## config.mk

```make
export PLATFORM = sky130hd
export DESIGN_NAME = pow2_clk_div
export DESIGN_NICKNAME = d
export VERILOG_FILES = /design/src/rtl/pdiv_pkg.sv /design/src/rtl/pdiv_fine_stage.sv /design/src/rtl/pdiv_ratio_gen.sv /design/src/rtl/pow2_clk_div.sv
export SDC_FILE = /design/constraint.sdc
export NUM_CORES = 1
export LEC_CHECK = 0
export ABC_AREA = 1
export BUFFER_PORTS_ARGS = -buffer_cell sky130_fd_sc_hd__buf_4
export CORE_MARGIN = 1
export CORE_UTILIZATION = 45
export CTS_CLUSTER_SIZE = 10
export DETAILED_ROUTE_END_ITERATION = 10
export GPL_ROUTABILITY_DRIVEN = 0
export HOLD_SLACK_MARGIN = 0.1
export SKIP_LAST_GASP = 1
export SYNTH_ARGS = -nofsm -noshare
export SYNTH_HDL_FRONTEND = slang
export SYNTH_SLANG_ARGS = --single-unit
```

## constraint.sdc

```tcl
create_clock -name clk_src -period 2.4 [get_ports clk_src]
set_input_delay 0.24 -clock clk_src [delete_from_list [all_inputs] [get_ports clk_src]]
set_output_delay 0.24 -clock clk_src [all_outputs]
set_load 0.005 [all_outputs]
```

## src/rtl/pdiv_pkg.sv

```systemverilog
package pdiv_pkg;

   typedef enum logic [1:0] {
      STEP_NONE = 2'd0,
      STEP_UP   = 2'd1,
      STEP_DN   = 2'd2
   } step_e;

   // Conflicting or absent requests collapse to no step.
   function automatic step_e decode_step(input logic up, input logic dn);
      if (up && !dn)      return STEP_UP;
      else if (dn && !up) return STEP_DN;
      else                return STEP_NONE;
   endfunction

endpackage

```

## src/rtl/pdiv_fine_stage.sv

```systemverilog
module pdiv_fine_stage
   import pdiv_pkg::*;
#(
   parameter int unsigned             FINE_W    = 8,
   parameter int unsigned             CODE_W    = 4,
   parameter int unsigned             MAX_CODE  = 9,
   parameter logic [FINE_W-1:0]       FINE_INIT = 8'h80
) (
   input  logic              clk,
   input  logic              rst_n,
   input  logic              step_up,
   input  logic              step_dn,
   output logic [FINE_W-1:0] fine_q,
   output logic [CODE_W-1:0] code_q
);

   localparam logic [FINE_W-1:0] FINE_TOP = '1;
   localparam logic [FINE_W-1:0] FINE_BOT = '0;
   localparam logic [CODE_W-1:0] CODE_TOP = CODE_W'(MAX_CODE);
   localparam logic [CODE_W-1:0] CODE_BOT = '0;

   step_e             req;
   logic [FINE_W-1:0] fine_d;
   logic [CODE_W-1:0] code_d;

   assign req = decode_step(step_up, step_dn);

   always_comb begin
      fine_d = fine_q;
      code_d = code_q;
      case (req)
         STEP_UP: begin
            if (fine_q != FINE_TOP) begin
               fine_d = fine_q + 1'b1;
            end else if (code_q < CODE_TOP) begin
               fine_d = FINE_BOT;
               code_d = code_q + 1'b1;
            end
         end
         STEP_DN: begin
            if (fine_q != FINE_BOT) begin
               fine_d = fine_q - 1'b1;
            end else if (code_q > CODE_BOT) begin
               fine_d = FINE_TOP;
               code_d = code_q - 1'b1;
            end
         end
         default: ;
      endcase
   end

   always_ff @(posedge clk or negedge rst_n) begin
      if (!rst_n) begin
         fine_q <= FINE_INIT;
         code_q <= CODE_BOT;
      end else begin
         fine_q <= fine_d;
         code_q <= code_d;
      end
   end

endmodule

```

## src/rtl/pdiv_ratio_gen.sv

```systemverilog
module pdiv_ratio_gen #(
   parameter int unsigned CODE_W   = 4,
   parameter int unsigned MAX_CODE = 9
) (
   input  logic              clk,
   input  logic              rst_n,
   input  logic [CODE_W-1:0] code_in,
   output logic              div_level,
   output logic              bypass
);

   localparam int unsigned   CNT_W   = (MAX_CODE > 0) ? MAX_CODE : 1;
   localparam int unsigned   CODE_HI = (1 << CODE_W) - 1;
   localparam logic [CODE_W-1:0] CODE_TOP = CODE_W'(MAX_CODE);

   logic [CODE_W-1:0] eff_code;
   logic [CODE_W-1:0] act_q;
   logic [CNT_W-1:0]  cnt_q;
   logic [CNT_W:0]    period;
   logic [CNT_W-1:0]  last_idx;
   logic [CNT_W:0]    half;
   logic [CNT_W:0]    cnt_next;
   logic              boundary;

   // Codes above the top ratio fold onto it; skip the clamp when none exist.
   generate
      if (MAX_CODE < CODE_HI) begin : g_clamp
         assign eff_code = (code_in > CODE_TOP) ? CODE_TOP : code_in;
      end else begin : g_noclamp
         assign eff_code = code_in;
      end
   endgenerate

   assign period   = (CNT_W+1)'(1) << act_q;
   assign last_idx = CNT_W'(period - 1'b1);
   assign half     = period >> 1;
   assign boundary = (cnt_q == last_idx);
   assign cnt_next = {1'b0, cnt_q} + 1'b1;

   always_ff @(posedge clk or negedge rst_n) begin
      if (!rst_n) begin
         cnt_q     <= '0;
         act_q     <= '0;
         div_level <= 1'b1;
      end else if (boundary) begin
         cnt_q     <= '0;
         act_q     <= eff_code;
         div_level <= 1'b1;
      end else begin
         cnt_q     <= cnt_next[CNT_W-1:0];
         div_level <= (cnt_next < half);
      end
   end

   assign bypass = (act_q == '0);

endmodule

```

## src/rtl/pow2_clk_div.sv

```systemverilog
module pow2_clk_div #(
   parameter int unsigned       FINE_W    = 8,
   parameter int unsigned       CODE_W    = 4,
   parameter int unsigned       MAX_CODE  = 9,
   parameter logic [FINE_W-1:0] FINE_INIT = 8'h80
) (
   input  logic              clk_src,
   input  logic              rst_n,
   input  logic              step_up,
   input  logic              step_dn,
   output logic              clk_out,
   output logic [FINE_W-1:0] fine_q,
   output logic [CODE_W-1:0] code_q
);

   generate
      if (FINE_W < 2) begin : g_bad_fine
         $error("pow2_clk_div: FINE_W must be at least 2");
      end
      if (MAX_CODE >= (1 << CODE_W)) begin : g_bad_code
         $error("pow2_clk_div: MAX_CODE does not fit in CODE_W bits");
      end
      if (MAX_CODE > 24) begin : g_bad_depth
         $error("pow2_clk_div: MAX_CODE too large for the period counter");
      end
   endgenerate

   logic div_level;
   logic bypass;

   pdiv_fine_stage #(
      .FINE_W   (FINE_W),
      .CODE_W   (CODE_W),
      .MAX_CODE (MAX_CODE),
      .FINE_INIT(FINE_INIT)
   ) u_fine (
      .clk    (clk_src),
      .rst_n  (rst_n),
      .step_up(step_up),
      .step_dn(step_dn),
      .fine_q (fine_q),
      .code_q (code_q)
   );

   pdiv_ratio_gen #(
      .CODE_W  (CODE_W),
      .MAX_CODE(MAX_CODE)
   ) u_ratio (
      .clk      (clk_src),
      .rst_n    (rst_n),
      .code_in  (code_q),
      .div_level(div_level),
      .bypass   (bypass)
   );

   assign clk_out = bypass ? clk_src : div_level;

endmodule

```

==> run summary, run 1 <==
Status: completed
Clock Latency Late Sink: 0.38 ns
Routed len/inst: 11.9 um
CP max FO: 8
Die span in x: 72.8 um
CP Capture Type: flop
Initial drt markers: 123
Pin count of the biggest net entering global routing: 27
Fin. max-slew vios: 0
Cell count after synthesis: 338
DRC: 0
Post-DP HPWL: 4.00 mm
F_max: 0.469 GHz
Fraction of layout cells with a size suffix above 1: 12.2%
Largest area contributor in the netlist: dfrtp_1
CTS tree: yes
Max-cap violations: 0
Layout area overhead: 14.4%
CP startpoint kind: flop
Number of fill cells in the layout: 470
P_leak: 1.36 nW
GRT Resource Usage Total: 21.2%
Critical path class: reg2reg
Site Rows: 25
RSZ-0062 raised after global routing: no
Min-delay src: step_dn
Die area: 5300 sq um
Critical Path Slowest Stage Cell: dfrtp_1
Post-synthesis mux area share: 0.499%
Post-Synth Adder-Cell Area: 10.3%
Initial antenna violation count: 0
Nets: 384
Avg Vias per Cell: 4.87
Seq/Total Area, Yosys: 28.9%
Synth Area in Compound Gates: 6.10%
1st-pass router iterations: 4
IO Pins: 17
EDFF count, synth: 0
Via count: 2,086
Placed Area: 2450 sq um
Final Cell Area: 2580 sq um
Critical Path Start: u_ratio.cnt_q[0]$_DFF_PN0_
Required @ worst endpoint: 2.70 ns
Routed wire length: 5.10 mm
Simple-gate share of the synthesized area: 37.7%
Main combinational cell family by area after synthesis: simple AND/OR/NAND/NOR gates
Delay-heaviest family, CP: simple AND/OR/NAND/NOR gates
Initial Util: 47.2%
Mapped Area: 2260 sq um
Final min period: 2.13 ns
Final setup fails: 0
Final Skew: 0.00825 ns
Rel. slew slack: 73.0%
Ys flop type: dfrtp_1
Reg-to-Reg Start: u_ratio.cnt_q[0]$_DFF_PN0_
Clock-pin slew on the worst setup and hold paths: 0.10 ns
Synth top area share: 26.6%
Synth Warn #: 0
CP bufs+invs: 2
VDD IR-drop max: 589 uV
Synth Net Count: 360
Chip height: 72.8 um
CP Data Arrival Time: 2.44 ns
Period utilisation layout: 88.9%
Antenna cell count: 0
Number of global-route vias before repair: 1,803
Crit path top cell by count: nand2_1
XOR/XNOR Fraction of Synth Area: 5.43%
IO Port Bufs: 16
Post-synth ARST share: 100%
CORE AREA: 4790 sq um
CP peak stage delay: 0.50 ns
Actual slew at the worst max-slew pin: 0.405 ns
Syn_area_per_cell: 6.68 sq um
Synth top area cells: dfrtp_1 27%, nand2_1 16%, ha_1 9.4%
Post-route ant nets: 0
Setup TNS: 0 ns
Pwr/cell area: 1310 nW/um^2
Global route overflow: 0
Post-synth cell types: 33
Critical Path, Cell by Cell: ha_1 -> nand3_1 -> nor2_1 -> nand2_1 -> xor2_1 -> inv_1 -> ha_1 -> nand2_1 -> inv_1 -> nand3_1 -> nor2_1 -> nor2_1 -> nand2_1 -> nand2_1
Final Non-Filler Cells: 428
First-pass GRT wire length: 8.45 mm
Hold Fails Final Rpt: 0
Hold crit path type: in2reg
Post-Place Cells: 420
Number of synthesized register bits: 26
-- flip-flops by register name, indices dropped and copies added, names as in the netlist --
register           cells
u_ratio.div_level      1
u_fine.code_q          4
u_fine.fine_q          8
u_ratio.cnt_q          9
u_ratio.act_q          4
-- cell usage after synthesis, types with 2 or more instances --
cell / number
nand2_1: 94
inv_1: 53
nand3_1: 41
nor2_1: 35
dfrtp_1: 24
ha_1: 17
xor2_1: 13
o21ai_0: 8
o21ai_1: 8
a21oi_1: 7
nand4_1: 7
nor2_2: 4
buf_2: 2
buf_6: 2
dfstp_2: 2
nand3_2: 2
nand3b_1: 2
nor2_4: 2
-- cell families (layout without fill, tap and decap cells) --
kind of cell	Yosys count	after routing
buf+inv	61	84
xor+xnor	14	14
simple gates	192	192
flops	26	26
mux	1	1
compound gates	26	26
fa+ha+maj	18	18
-- final timing paths --
| path | end | slack (ns) | depth (start not counted) |
|---|---|---|---|
| max in group asynchronous | u_ratio.div_level$_DFF_PN1_ | 1.78 | 2 |
| min in group asynchronous | u_ratio.cnt_q[8]$_DFF_PN0_ | 0.31 | 2 |
| min reg2reg | u_fine.code_q[1]$_DFFE_PN0P_ | 0.55 | 2 |
| max | u_ratio.div_level$_DFF_PN1_ | 0.27 | 14 |
| max reg2reg | u_ratio.div_level$_DFF_PN1_ | 0.27 | 14 |
| min | u_fine.code_q[0]$_DFFE_PN0P_ | 0.29 | 5 |
-- worst min-delay path: cells and delay by family --
family	cells	cell delay, ns
simple gates	3	0.19
fa+ha+maj	1	0.13
buf+inv	1	0.08
-- routing by layer --
metal	global-route usage (%)	share of wire (%)	wire [um]	vias to the layer above
met3	4.42	2.8	144	5
met5	0	0	0	-
met1	28.7	48	2430	925
met4	7.19	0.90	46	0
met2	33.9	49	2480	37
li1	-	-	-	1119
-- per-stage QoR --
stage	power, W	util [%]	worst slack (ns)	hold WS (ns)
global route	0.00378	54.0	0.0617	0.332
global placement	0.00287	51.3	0.261	0.176
CTS	0.00341	53.9	0.217	0.281
floorplan	0.00234	-	0.462	-0.0556
finish	0.00339	54.0	0.267	0.293
detailed placement	0.00289	51.3	0.248	0.179
-- layout make-up --
class | instances | area (sq um) | share of cell area, %
multi-input cells | 251 | 1360 | 52.7
flip-flops and latches | 26 | 653 | 25.3
inverters | 56 | 213 | 8.24
repair buffers | 20 | 153 | 5.91
clock buffers | 7 | 90.1 | 3.49
well taps | 67 | 83.8 | 3.25
clock inverters | 1 | 30.0 | 1.16
-- timing repair --
item	4_1_cts	5_1_grt
endpoints found under the setup margin	0	1
hold buffers	1	0
setup buffers	0	0
hold endpoints to repair	26	0
gates resized for setup	0	1
-- power by group --
group / switching, W / total (W) / internal [W]
Combinational: 0.00116 / 0.00194 / 0.000777
Sequential: 0.000271 / 0.000902 / 0.000630
Clock: 0.000184 / 0.000552 / 0.000368
-- layout by cell type, fill, tap and decap left out --
cell type	instances
nand2_1	94
inv_1	53
nand3_1	41
nor2_1	35
dfrtp_1	24
buf_4	20
ha_1	17
xor2_1	13
o21ai_0	8
o21ai_1	8
nand4_1	7
a21oi_1	7
clkbuf_8	6
nor2_2	4
nor2_4	2
nor3_2	2
nand3b_1	2
nand3_2	2
dfstp_2	2
clkinv_1	1
inv_2	1
nand2_2	1
inv_4	1
mux2_2	1
o211ai_1	1
o21a_1	1
xnor2_1	1
nor3b_1	1
a21o_1	1
or2_2	1
fa_1	1
bufinv_16	1
dlygate4sd3_1	1
(Power assumes the default switching activity.)
==> run 2, diff against run 1 <==
GPL_ROUTABILITY_DRIVEN = not set   (was 0)
SYNTH_HIERARCHICAL = 1   (was not set)
==> run 2 against run 1 <==
Against the previous run: global-route usage is 0.64 points higher; register-to-register slack about the same; combinational power grew 26%; critical path depth down 1; cell count up 13%; clock power shrank 16%; synthesized cell count rose by 16%.
==> run summary, run 2 <==
Leading cell type in the layout, fill and taps excluded: nand2_1
DRC: 0
CP peak stage delay: 0.42 ns
Worst setup slack after layout: 0.277 ns
Mapped Area: 2720 sq um
CP startpoint kind: flop
Critical path class: reg2reg
GPL Wtd Cong: 0.835
Post-synth cell types: 32
Syn_area_per_cell: 6.93 sq um
P_leak: 1.58 nW
Antenna cell count: 0
Sw Pwr: 0.00198 W
Post-CTS Setup Inserts: 0
Cell count after synthesis: 392
GRT Resource Usage Total: 21.9%
Critical Path Slowest Stage Cell: dfrtp_1
Synth top area share: 22.1%
Nets: 433
Net Sw Frac: 51.4%
Initial antenna violation count: 0
CORE AREA: 5680 sq um
Post-route ant nets: 0
Number of synthesized register bits: 26
Via count: 2,360
Clock Power Share: 11.9%
Initial drt markers: 103
Pwr/cell area: 1290 nW/um^2
Number of global-route vias before repair: 2,366
Synth Net Count: 414
Seq/Total Area, Yosys: 24.0%
Grt met1 use: 26.3%
Multi-input logic area: 1770 sq um
Layout area overhead: 10.0%
Avg Vias per Cell: 4.90
Actual slew at the worst max-slew pin: 0.447 ns
Critical Path, Cell by Cell: inv_1 -> nor3_2 -> nand3_1 -> nor2_1 -> nand2_1 -> nand2_1 -> inv_1 -> ha_1 -> a21oi_1 -> o211ai_1 -> a21oi_1 -> nand2_1 -> nand2_1
Biggest regs: u_ratio/cnt_q (9), u_fine/fine_q (8)
Tot Pwr: 0.00386 W
CP Capture Type: flop
Hold Fails Final Rpt: 0
Final Skew: 0.00260 ns
First-pass GRT wire length: 10.6 mm
Met2 Usage GRT: 38.4%
CP max FO: 4
F_max: 0.471 GHz
CTS tree: yes
Internal power consumption: 0.00188 W
Largest area contributor in the netlist: dfrtp_1
Fraction of layout cells with a size suffix above 1: 22.4%
Status: completed
Sequential Power Share: 24.6%
EDFF count, synth: 0
Hold crit path type: in2async
CP bufs+invs: 2
Post-synth ARST share: 100%
Delay-heaviest family, CP: simple AND/OR/NAND/NOR gates
Fin. max-slew vios: 0
Routed len/inst: 12.3 um
Final setup fails: 0
Met3 GRT Util: 4.91%
Clock-pin slew on the worst setup and hold paths: 0.09 ns
Die area: 6350 sq um
Routed wire length: 5.92 mm
Die span in x: 79.7 um
Rel. slew slack: 70.2%
Period utilisation layout: 88.4%
Post-DP HPWL: 4.66 mm
Most flop-heavy register: u_ratio/cnt_q
VDD IR-drop max: 563 uV
Synth top area cells: dfrtp_1 22%, nand2_1 18%, nor2_4 7.9%
Combinational share of power: 63.4%
Clock Latency Late Sink: 0.38 ns
Most frequent cells in the layout: 129 x nand2_1, 51 x inv_1, 35 x nand3_1, 25 x nor2_1, 23 x dfrtp_1
Site Rows: 27
1st-pass router iterations: 5
CP Data Arrival Time: 2.45 ns
Pin count of the biggest net entering global routing: 27
Chip height: 79.7 um
Initial Util: 47.9%
Reg area: 654 sq um
Final min period: 2.12 ns
IO Pins: 17
Max-cap violations: 0
Required @ worst endpoint: 2.73 ns
Number of flip-flops in the largest register: 9
Ys flop type: dfrtp_1
Synth Warn #: 6
DP Worst Slack: 0.159 ns
RSZ-0062 raised after global routing: no
Layer with the highest usage: met2
Global route overflow: 0
Most frequent cell after synthesis: nand2_1
IO Port Bufs: 16
Setup TNS: 0 ns
Crit path top cell by count: nand2_1
Layout Utilization: 52.7%
Number of fill cells in the layout: 570
FF-to-FF setup slack: 0.28 ns
Post-synth top cells: 129 x nand2_1, 51 x inv_1, 35 x nand3_1, 25 x nor2_1, 24 x dfrtp_1
-- run 2: final timing paths --
kind                       cells after the start                    startpoint                            to
max                                           13    u_ratio/cnt_q[4]$_DFF_PN0_   u_ratio/div_level$_DFF_PN1_
min                                            2                         rst_n    u_ratio/cnt_q[7]$_DFF_PN0_
max reg2reg                                   13    u_ratio/cnt_q[4]$_DFF_PN0_   u_ratio/div_level$_DFF_PN1_
min reg2reg                                    2  u_fine/fine_q[7]$_DFFE_PN1P_  u_fine/fine_q[7]$_DFFE_PN1P_
max in group asynchronous                      2                         rst_n  u_fine/fine_q[7]$_DFFE_PN1P_
min in group clk_src                           7                       step_dn  u_fine/code_q[0]$_DFFE_PN0P_
-- run 2: worst register-to-register path, delay by kind of cell (launching register included) --
family	cells	cell delay [ns]
AO/OA/AOI/OAI	3	0.35
adder cells (fa/ha/maj)	1	0.28
buffers and inverters	2	0.18
flip-flops	1	0.42
AND/OR/NAND/NOR	7	0.84
-- run 2: power by group through the flow --
stage	Sequential [W]	Combinational, W	Clock [W]
final	0.000950	0.00245	0.000461
after CTS	0.000948	0.00244	0.000479
after global placement	0.000950	0.00241	0.0000410
after detailed placement	0.000956	0.00243	0.0000410
after global routing	0.000995	0.00281	0.000501
after floorplan	0.000803	0.00206	0.0000159
-- run 2: final cells by class --
cell class                      count  area share [%]
Clock buffer                        8            3.47
Tap cell                           72            3.01
Multi-Input combinational cell    300            59.2
Sequential cell                    26            21.9
Inverter                           56            7.28
Timing Repair Buffer               20            5.10
-- run 2: cell families (layout without fill, tap and decap cells) --
group,after synthesis,after routing,synth area share (%)
AOI/OAI and AO/OA,21,21,4.33
xor gates and xnor gates,10,10,3.22
adders and majority gates,18,18,8.56
buffers and inverters,66,84,11.1
DFF,26,26,24.0
and+or+nand+nor,251,251,48.7
-- run 2: repair_timing --
action                                 in CTS  in global routing
setup endpoints to repair                   0                  2
hold buffers                                1                  0
resized for setup                           0                  3
endpoints found under the hold margin      26                  0
-- run 2: layer usage --
metal	up-vias	share of wire [%]	routed length (um)
met2	41	51	3010
met3	5	3.8	222
met4	0	0.71	42
met5	-	0	0
met1	1060	45	2640
li1	1254	-	-
-- run 2: stage by stage --
step                      std cells  cell area (sq um)  hold WS (ns)
after floorplan                 392               2720       -0.0556
after global placement          474               2870         0.181
after detailed placement        474               2870         0.180
after CTS                       482               2980         0.316
after global routing            482               2990         0.340
final                           482               2990         0.303
